**src/rtl/fsa_alu_pkg.sv**
```systemverilog
package fsa_alu_pkg;

  typedef enum logic [3:0] {
    OP_ADD    = 4'd0,
    OP_SUB    = 4'd1,
    OP_ADDW   = 4'd2,
    OP_SUBW   = 4'd3,
    OP_SLL    = 4'd4,
    OP_SRL    = 4'd5,
    OP_SRA    = 4'd6,
    OP_SLLW   = 4'd7,
    OP_SRLW   = 4'd8,
    OP_SRAW   = 4'd9,
    OP_LTS    = 4'd10,
    OP_LTU    = 4'd11,
    OP_SHADDW = 4'd12
  } alu_op_e;

endpackage

```
**src/rtl/fsa_addsub.sv**
```systemverilog
module fsa_addsub #(
  parameter int W = 64
) (
  input  logic [W-1:0] a_i,
  input  logic [W-1:0] b_i,
  input  logic         sub_i,
  output logic [W-1:0] sum_o
);
  logic [W-1:0] b_eff;

  always_comb begin
    b_eff = sub_i ? ~b_i : b_i;
    sum_o = a_i + b_eff + W'(sub_i);
  end
endmodule

```
**src/rtl/fsa_shift.sv**
```systemverilog
module fsa_shift #(
  parameter int W = 64
) (
  input  logic [W-1:0]         data_i,
  input  logic [$clog2(W)-1:0] shamt_i,
  input  logic                 left_i,
  input  logic                 arith_i,
  output logic [W-1:0]         res_o
);
  logic signed [W:0] ext;
  logic        [W:0] shr;

  always_comb begin
    ext   = {arith_i & data_i[W-1], data_i};
    shr   = ext >>> shamt_i;
    res_o = left_i ? (data_i << shamt_i) : shr[W-1:0];
  end
endmodule

```
**src/rtl/fsa_cmp.sv**
```systemverilog
module fsa_cmp #(
  parameter int W = 64
) (
  input  logic [W-1:0] a_i,
  input  logic [W-1:0] b_i,
  output logic         lt_s_o,
  output logic         lt_u_o
);
  always_comb begin
    lt_s_o = $signed(a_i) < $signed(b_i);
    lt_u_o = a_i < b_i;
  end
endmodule

```
**src/rtl/fsa_alu.sv**
```systemverilog
module fsa_alu #(
  parameter int XLEN        = 64,
  parameter int WLEN        = 32,
  parameter int FUSED_SHAMT = 31
) (
  input  logic [3:0]      op_i,
  input  logic [XLEN-1:0] opa_i,
  input  logic [XLEN-1:0] opb_i,
  output logic [XLEN-1:0] res_o
);
  import fsa_alu_pkg::*;

  localparam int XSW = $clog2(XLEN);
  localparam int WSW = $clog2(WLEN);
  localparam int EXT = XLEN - WLEN;

  alu_op_e         op;
  logic [XLEN-1:0] fused_shr;
  logic [XLEN-1:0] add_a;
  logic            do_sub;
  logic [XLEN-1:0] sum;
  logic [XLEN-1:0] sum_w;
  logic            sh_left;
  logic            sh_arith;
  logic [XLEN-1:0] shr_x;
  logic [WLEN-1:0] shr_w_raw;
  logic [XLEN-1:0] shr_w;
  logic            lt_s;
  logic            lt_u;

  always_comb begin
    op        = alu_op_e'(op_i);
    // fixed word right shift feeding the shared adder
    fused_shr = XLEN'(opa_i[WLEN-1:0] >> FUSED_SHAMT);
    add_a     = (op == OP_SHADDW) ? fused_shr : opa_i;
    do_sub    = (op == OP_SUB) || (op == OP_SUBW);
    sh_left   = (op == OP_SLL) || (op == OP_SLLW);
    sh_arith  = (op == OP_SRA) || (op == OP_SRAW);
  end

  fsa_addsub #(.W(XLEN)) u_add (
    .a_i   (add_a),
    .b_i   (opb_i),
    .sub_i (do_sub),
    .sum_o (sum)
  );

  fsa_shift #(.W(XLEN)) u_shx (
    .data_i  (opa_i),
    .shamt_i (opb_i[XSW-1:0]),
    .left_i  (sh_left),
    .arith_i (sh_arith),
    .res_o   (shr_x)
  );

  fsa_shift #(.W(WLEN)) u_shw (
    .data_i  (opa_i[WLEN-1:0]),
    .shamt_i (opb_i[WSW-1:0]),
    .left_i  (sh_left),
    .arith_i (sh_arith),
    .res_o   (shr_w_raw)
  );

  fsa_cmp #(.W(XLEN)) u_cmp (
    .a_i    (opa_i),
    .b_i    (opb_i),
    .lt_s_o (lt_s),
    .lt_u_o (lt_u)
  );

  always_comb begin
    sum_w = {{EXT{sum[WLEN-1]}}, sum[WLEN-1:0]};
    shr_w = {{EXT{shr_w_raw[WLEN-1]}}, shr_w_raw};
    unique case (op)
      OP_ADD, OP_SUB:                 res_o = sum;
      OP_ADDW, OP_SUBW, OP_SHADDW:    res_o = sum_w;
      OP_SLL, OP_SRL, OP_SRA:         res_o = shr_x;
      OP_SLLW, OP_SRLW, OP_SRAW:      res_o = shr_w;
      OP_LTS:                         res_o = XLEN'(lt_s);
      OP_LTU:                         res_o = XLEN'(lt_u);
      default:                        res_o = '0;
    endcase
  end
endmodule

```
**config.mk**
```make
export PLATFORM = sky130hd
export DESIGN_NAME = fsa_alu
export DESIGN_NICKNAME = d
export VERILOG_FILES = /design/src/rtl/fsa_alu_pkg.sv /design/src/rtl/fsa_addsub.sv /design/src/rtl/fsa_shift.sv /design/src/rtl/fsa_cmp.sv /design/src/rtl/fsa_alu.sv
export SDC_FILE = /design/constraint.sdc
export NUM_CORES = 1
export LEC_CHECK = 0
export BUFFER_PORTS_ARGS = -buffer_cell sky130_fd_sc_hd__buf_2
export CORE_UTILIZATION = 30
export DETAILED_ROUTE_END_ITERATION = 16
export PLACE_DENSITY = 0.51
export SYNTH_ARGS = -nofsm -noshare
export SYNTH_HDL_FRONTEND = slang
export SYNTH_SLANG_ARGS = --single-unit
```
**constraint.sdc**
```tcl
create_clock -name vclk -period 9.4
set_input_delay 1.41 -clock vclk [all_inputs]
set_output_delay 1.41 -clock vclk [all_outputs]
set_load 0.01 [all_outputs]
```
==> results of run 1 <==
[worst min-delay path, delay by kind of cell]
kind	cells	cell delay [ps]
AOI/OAI and AO/OA	2	200
buffers and inverters	2	350
[placed cells by master, fill, tap and decap left out, types with 33 or more instances in the layout]
cell      count
a21o_1       54
buf_2       191
mux2_2       89
nor2_1      246
inv_1        89
nand2_1     291
o21ai_0     198
mux4_2       52
nor3_1       33
a21oi_1     228
xnor2_1      98
buf_4        42
nor2b_1      73
o211ai_1     38
a211oi_1     34
mux2i_1     184
nand3_1      40
a31oi_1      42
ha_1        129
[cell families (layout without fill, tap and decap cells)]
| group | count (synthesis) | count (layout) | share of synthesized area [%] |
|---|---|---|---|
| AOI/OAI and AO/OA | 808 | 808 | 30.47 |
| and+or+nand+nor | 790 | 790 | 21.28 |
| muxes | 327 | 327 | 24.38 |
| buffers and inverters | 291 | 329 | 7.656 |
| other | 0 | 4 | 0 |
| xor gates and xnor gates | 121 | 121 | 6.376 |
| adders and majority gates | 130 | 130 | 9.831 |
[worst paths after layout]
| path | depth (start not counted) | slack, ps | from | endpoint |
|---|---|---|---|---|
| worst max-delay path | 17 | 1110 | op_i[2] | res_o[35] |
| worst min-delay path | 4 | 3380 | op_i[1] | res_o[0] |
[per-stage QoR]
| step | setup slack, ps | hold slack [ps] |
|---|---|---|
| global route | 781.8 | 3425 |
| CTS | 1151 | 3377 |
| global placement | 1230 | 3362 |
| floorplan | 2644 | 3191 |
| detailed placement | 1181 | 3379 |
| finish | 1106 | 3377 |
[synth_stat cells (8+ instances only)]
cell type and instances:
mux4_2 52, a21o_1 54, nand2b_1 8, buf_6 9, o22a_1 8, a22oi_1 11, and2_1 14, o21a_1 15
a31oi_1 42, ha_1 129, o21ai_1 8, nor3_1 33, nand3_1 40, nand2_1 291, o21bai_1 19, a211oi_1 34
o22ai_1 32, o31ai_1 8, mux2_2 89, buf_1 31, nand4_1 30, a221oi_1 17, o21ai_0 199, o211ai_1 38
inv_1 92, or3_1 12, and3_1 15, xor2_1 23, nor2b_1 73, clkbuf_1 115, buf_2 24, a21oi_1 228
buf_4 14, o221ai_1 15, xnor2_1 98, nor2_1 247, mux2i_1 184
[per-layer routing]
| metal | part of all wire [%] | GRT usage, % | up-vias |
|---|---|---|---|
| met1 | 44 | 46.44 | 10110 |
| met5 | 0.013 | 0 | - |
| met4 | 3.9 | 10.60 | 2 |
| met2 | 43 | 49.60 | 1025 |
| met3 | 8.8 | 4.564 | 158 |
| li1 | - | - | 9176 |
[final cells by class]
type               instances  area, um^2
diodes                     4       10.01
well taps                696       870.8
repair buffers           235        1294
inverters                 94       355.3
fillers                 6137       36340
multi-input cells       2176       15370
==> flow_metrics.tcl, run 1 <==
set metrics [dict create \
    status "finished, final reports clean" \
    syn_inst 2467 \
    drc 0 \
    grtUsageTotal_pct 32.48 \
    wl_um 95120 \
    postPlaceCellArea_mm2 0.01789 \
    hold_viol_final 0 \
    start_kind "input port" \
    crit_required_ps 7990 \
    row_count 85 \
    syn-num-nets 2729 \
    n_clock_buffer 0 \
    dp.cells 3201 \
    cpMaxStageDelayCell "xnor2_1" \
    drtPass1Iterations 7 \
    seqCellArea_um2 0 \
    start_util_pct 30.64 \
    worst-slew-pin-transition_ps 1262 \
    cpLargestDelayFamily "compound AO/OA/AOI/OAI gates" \
    fin_cells 3205 \
    criticalPathCategory "in2out" \
    die_w_um 237.4 \
    period_share_pct 88.23 \
    fmax_mhz 120.6 \
    grt_max_degree 69 \
    cp-end-kind "output port" \
    cts_resized 0 \
    crit_fanout 46 \
    syn_avg_cell_area_um2 6.737 \
    antenna_found_initial 5 \
    drv_cap 0 \
    synth.distinct_cells 87 \
    wl_per_cell_um 29.68 \
    slowest_delay_ps 770 \
    final-max-slew-violation-count 0 \
    num_vias 20470 \
    cp_cell_sequence "buf_2 > inv_1 > ha_1 > and2_4 > buf_4 > xnor2_1 > ha_1 > o21ai_0 > a2111oi_0 > a22oi_1 > or2_0 > o311a_1 > o21ba_2 > xnor2_1 > a21boi_2 > a41oi_1 > buf_2" \
    fin_crit_ps 8294 \
    worstPathArrival_ps 6880 \
    maxSlewHeadroom_pct 14.96 \
    netlist_area_mm2 0.01662 \
    grt_pass1_vias 19270 \
    hold_buffers 0 \
    dr.first_iter.drc_count 2610 \
    fin_setup_tns_ps 0 \
    final_area_mm2 0.01790 \
    setup_viol 0 \
    via_per_inst 6.386 \
    synth_area_leaders "mux2i_1, ha_1, mux4_2" \
    die_h_um 237.4 \
    cts_setup_buffers 0 \
    io_buffers 196 \
    grt_setup_unrepaired "no" \
    drive_gt1_share_pct 16.09 \
    seq_cells 0 \
    ant_nets 0 \
    seq_area_frac_synth_pct 0 \
    grt_pass1_wl_um 136000 \
    die_area_mm2 0.05635 \
    utilization_pct 32.99 \
    yosysTopAreaCell "mux2i_1" \
    grt.overflow.total 0 \
    yosysWarnings 0 \
    dp.final_hpwl_um 77510 \
    synth_top_area_share_pct 11.08 \
    ios 196 \
    place_congestion 1.025 \
    hp-class "in2out" \
    nNetsFinal 2769 \
    core_mm2 0.05424 \
    area_growth_pct 7.671 \
    critPathBufInv 4 \
]
==> run 2, diff against run 1 <==
--- a/config.mk
+++ b/config.mk
@@ -5,10 +5,11 @@
 export SDC_FILE = /design/constraint.sdc
 export NUM_CORES = 1
 export LEC_CHECK = 0
+export ABC_AREA = 1
 export BUFFER_PORTS_ARGS = -buffer_cell sky130_fd_sc_hd__buf_2
 export CORE_UTILIZATION = 30
 export DETAILED_ROUTE_END_ITERATION = 16
-export PLACE_DENSITY = 0.51
+export PLACE_DENSITY = 0.5
 export SYNTH_ARGS = -nofsm -noshare
 export SYNTH_HDL_FRONTEND = slang
 export SYNTH_SLANG_ARGS = --single-unit
==> run 2 against run 1 <==
  * Non-clock buffer count shrank 15
  * Cell count grew 36%
  * Sequential share of layout area is the same
  * Critical path depth grew 3
  * Synthesized cell count grew 44%
  * Core utilization shrank 0.53 points
  * Clock-buffer cell count is the same
  * Area after synthesis grew 5.1%
==> flow_metrics.tcl, run 2 <==
set metrics [dict create \
    grt.overflow.total 0 \
    core_mm2 0.05759 \
    fin_crit_ps 7414 \
    utilization_pct 32.47 \
    seqCellArea_um2 0 \
    peakVddDrop_uv 28.90 \
    wl_per_cell_um 23.92 \
    row_count 88 \
    synth_top_area_share_pct 21.89 \
    drive_gt1_share_pct 8.234 \
    ys_top_cells_by_count "nand2_1, nand3_1, nor2_1" \
    maxSlewHeadroom_pct 26.08 \
    post-synth-top-count-cell "nand2_1" \
    hold_buffers 0 \
    worst-slew-pin-transition_ps 1097 \
    layout_commonest_cell "nand2_1" \
    die_area_mm2 0.05921 \
    dp.cells 4360 \
    dp.final_hpwl_um 86650 \
    grt_pass1_wl_um 150100 \
    start_util_pct 30.34 \
    power_density_mw_per_mm2 78.84 \
    antenna_found_initial 4 \
    crit_required_ps 7990 \
    drc 0 \
    start_kind "input port" \
    grtUsageTotal_pct 33.71 \
    final_area_mm2 0.01870 \
    syn-num-nets 3820 \
    final_cell_mix "nand2_1, nand3_1, nor2_1, inv_1, a21oi_1" \
    die_h_um 243.3 \
    fin_cells 4361 \
    crit_fanout 32 \
    wl_um 104300 \
    seq_cells 0 \
    p_leak_uw 0.009630 \
    synth_area_leaders "nand2_1, nand3_1, ha_1" \
    cpMostUsedCell "nor2_1" \
    cp_cell_sequence "buf_2 > nor2_4 > nand2_2 > inv_2 > buf_4 > nor2_1 > ha_1 > nand2_1 > nor2_1 > inv_1 > nor2_1 > nand2_1 > nor3_1 > nand2_1 > nand3_1 > nand2_1 > o21ai_0 > nor2_1 > nor2_1 > buf_2" \
    yosysTopAreaCell "nand2_1" \
    num_vias 25000 \
    fmax_mhz 134.9 \
    ant_nets 0 \
    synth.distinct_cells 52 \
    io_buffers 196 \
    via_per_inst 5.733 \
    area_growth_pct 7.004 \
    dr.first_iter.drc_count 3267 \
    yosysWarnings 0 \
    cp-end-kind "output port" \
    cts_setup_buffers 0 \
    slowest_delay_ps 560 \
    syn_inst 3558 \
    seq_area_frac_synth_pct 0 \
    nNetsFinal 3859 \
    fin_setup_tns_ps 0 \
    drv_cap 0 \
    period_share_pct 78.87 \
    hp-class "in2out" \
    postPlaceCellArea_mm2 0.01869 \
    n_clock_buffer 0 \
    syn_avg_cell_area_um2 4.911 \
    criticalPathCategory "in2out" \
    ios 196 \
    final-max-slew-violation-count 0 \
    p_total_uw 1474 \
    setup_viol 0 \
    die_w_um 243.3 \
    grt_max_degree 80 \
    drtPass1Iterations 6 \
    status "finished, final reports clean" \
    grt_setup_unrepaired "no" \
    grt_pass1_vias 23250 \
    netlist_area_mm2 0.01747 \
    cpMaxStageDelayCell "o21ai_0" \
    worstPathArrival_ps 6000 \
    hold_viol_final 0 \
    cts_resized 0 \
    place_congestion 1.116 \
]
-- run 2: changes by cell type in the layout (fill, tap and decap cells not counted), moves of 73 or more --
cell / before / now
nand2_1: 291 / 1019
nand3_1: 40 / 509
inv_1: 89 / 366
mux2i_1: 184 / 7
nor2_1: 246 / 421
mux2_2: 89 / 0
xnor2_1: 98 / 17
o21ai_1: 9 / 84
nor2b_1: 73 / 0
-- run 2: through the flow --
stage | hold WS (ps) | setup slack, ps
floorplan | 3157 | 3833
global placement | 3393 | 2198
detailed placement | 3394 | 2237
CTS | 3397 | 2253
global route | 3437 | 1772
finish | 3396 | 1986
-- run 2: report_power, final --
| group | switching [uW] | internal, uW | leakage (uW) |
|---|---|---|---|
| sequential | 0 | 0 | 0 |
| combinational | 1060 | 414 | 0.00963 |
| clock | 0 | 0.000000373 | 0.00000000634 |
-- run 2: worst paths after layout --
kind	startpoint	end	slack, ps	cells after the start
max	op_i[1]	res_o[55]	1990	20
min	op_i[0]	res_o[0]	3400	5
-- run 2: cell families after synthesis --
kind of cell,synth area share [%]
buffers and inverters,13.56
muxes,0.4010
AOI/OAI and AO/OA,22.04
adders and majority gates,9.353
and+or+nand+nor,50.58
xor gates and xnor gates,4.060
-- run 2: metal layers --
layer	wire, um	up-vias	global-route usage [%]
met1	44670	11580	46.71
li1	-	11800	-
met3	10480	195	4.836
met5	0	-	0
met4	4496	0	12.28
met2	44700	1422	52.46
-- run 2: worst max-delay path, delay by kind of cell --
kind / cells / cell delay [ps]
simple gates: 13 / 2140
compound gates: 1 / 560
buf+inv: 5 / 1410
fa+ha+maj: 1 / 450
-- run 2: layout make-up --
| type | count | area (um^2) |
|---|---|---|
| inverters | 381 | 1440 |
| diodes | 1 | 2.502 |
| multi-input cells | 2994 | 15110 |
| well taps | 765 | 957.2 |
| repair buffers | 220 | 1184 |
| fillers | 6970 | 38890 |
(Power assumes the default switching activity.)
==> run 3, diff against run 2 <==
==> constraint.sdc (replaced) <==
create_clock -name vclk -period 7.55
set_input_delay 1.1325 -clock vclk [all_inputs]
set_output_delay 1.1325 -clock vclk [all_outputs]
set_load 0.01 [all_outputs]
==> run 3 against run 2 <==
  * Sequential share of layout area unchanged
  * Clock-buffer cell count unchanged
  * First-iteration DRC count up 0.70%
  * Total power up 25%
  * Hold slack worse by 570 ps
  * Design area up 0.43%
  * Critical path depth down 2
  * Global-route usage up 0.19 points
  * Die area unchanged
  * Critical path type unchanged
  * Highest routed layer is now met5
==> flow_metrics.tcl, run 3 (synthesis gave the netlist of run 2 again) <==
set metrics [dict create \
    status "finished, final reports clean" \
    crit_required_ps 6420 \
    start_util_pct 30.34 \
    wl_per_cell_um 23.88 \
    peakVddDrop_uv 36.00 \
    grt_max_degree 76 \
    num-fill-cells 6998 \
    grt.overflow.total 0 \
    utilization_pct 32.60 \
    hold_buffers 0 \
    row_count 88 \
    layout_commonest_cell "nand2_1" \
    grt_pass1_vias 23310 \
    hold_viol_final 0 \
    fin_cells 4371 \
    place_congestion 1.060 \
    worstPathArrival_ps 5500 \
    n_clock_buffer 0 \
    die_h_um 243.3 \
    maxSlewHeadroom_pct 22.16 \
    grt_setup_unrepaired "no" \
    cts_resized 0 \
    final_area_mm2 0.01878 \
    criticalPathCategory "in2out" \
    final_cell_mix "nand2_1, nand3_1, nor2_1, inv_1, a21oi_1" \
    fmax_mhz 150.7 \
    die_w_um 243.3 \
    drive_gt1_share_pct 8.514 \
    fin_crit_ps 6634 \
    multi_input_area_mm2 0.01511 \
    seqCellArea_um2 0 \
    period_share_pct 87.87 \
    hold-path-cell-count 5 \
    dp.final_hpwl_um 87390 \
    ios 196 \
    worst-slew-pin-transition_ps 1155 \
    cp-end-kind "output port" \
    grtUsageTotal_pct 33.90 \
    start_kind "input port" \
    hp-class "in2out" \
    p_leak_uw 0.009682 \
    ant_nets 0 \
    io_buffers 196 \
    final-max-slew-violation-count 0 \
    hold_ws_ps 2830 \
    via_per_inst 5.776 \
    drv_cap 0 \
    cts_setup_buffers 0 \
    die_area_mm2 0.05921 \
    antenna_found_initial 4 \
    area_growth_pct 7.462 \
    nNetsFinal 3870 \
    grt_pass1_wl_um 150700 \
    setup_viol 0 \
    crit_end "res_o[40]" \
    crit_fanout 29 \
    dr.first_iter.drc_count 3290 \
    antenna_cells 0 \
    power_density_mw_per_mm2 98.01 \
    core_mm2 0.05759 \
    drc 0 \
    wl_um 104400 \
    postPlaceCellArea_mm2 0.01878 \
    num_vias 25250 \
    fin_setup_tns_ps 0 \
    startpoint "op_i[2]" \
    drtPass1Iterations 7 \
    dp.cells 4371 \
    seq_cells 0 \
]
run 3: cell count changes in the layout (fill, tap and decap cells not counted):
cell,previous run,this run
buf_4,27,38
diode_2,1,0
run 3: critical path, stage by stage:
cell and delay [ps]:
buf_2 110, inv_1 60, ha_1 260, nand2_4 430
buf_4 370, xor2_1 190, ha_1 290, a21oi_1 240
o21ai_0 160, a21oi_1 470, inv_1 190, nand3_1 110
nand3_1 110, o21ai_0 570, nand2_1 230, o21ai_0 290
inv_1 70, buf_2 140
run 3: worst min path at each step:
stage               slack [ps]        end      from
floorplan                 2600  res_o[31]  opb_i[5]
global placement          2830   res_o[0]   op_i[0]
detailed placement        2830   res_o[0]   op_i[0]
CTS                       2830   res_o[0]   op_i[0]
global route              2880   res_o[0]   op_i[1]
finish                    2830   res_o[0]   op_i[0]
run 3: metal layers:
layer / global-route usage (%) / vias up / part of all wire (%)
met5: 0 / - / 0.0077
met4: 13.04 / 2 / 4.6
met3: 3.613 / 218 / 9.8
met2: 52.65 / 1453 / 43
met1: 47.56 / 11730 / 43
li1: - / 11840 / -
run 3: final cells by class:
cell class | instances | area share, %
inverters | 381 | 7.670
multi-input cells | 2994 | 80.49
well taps | 765 | 5.098
repair buffers | 231 | 6.744
run 3: report_power, final:
| part | internal (uW) | switching, uW | leakage [uW] |
|---|---|---|---|
| Combinational | 518 | 1320 | 0.00968 |
| Sequential | 0 | 0 | 0 |
| Clock | 0 | 0 | 0 |
run 3: through the flow:
stage / setup slack, ps / power [uW]
6_report: 916.0 / 1840
5_1_grt: 739.8 / 1982
4_1_cts: 1087 / 1780
3_5_place_dp: 1090 / 1773
3_3_place_gp: 1092 / 1782
2_1_floorplan: 2538 / 1127
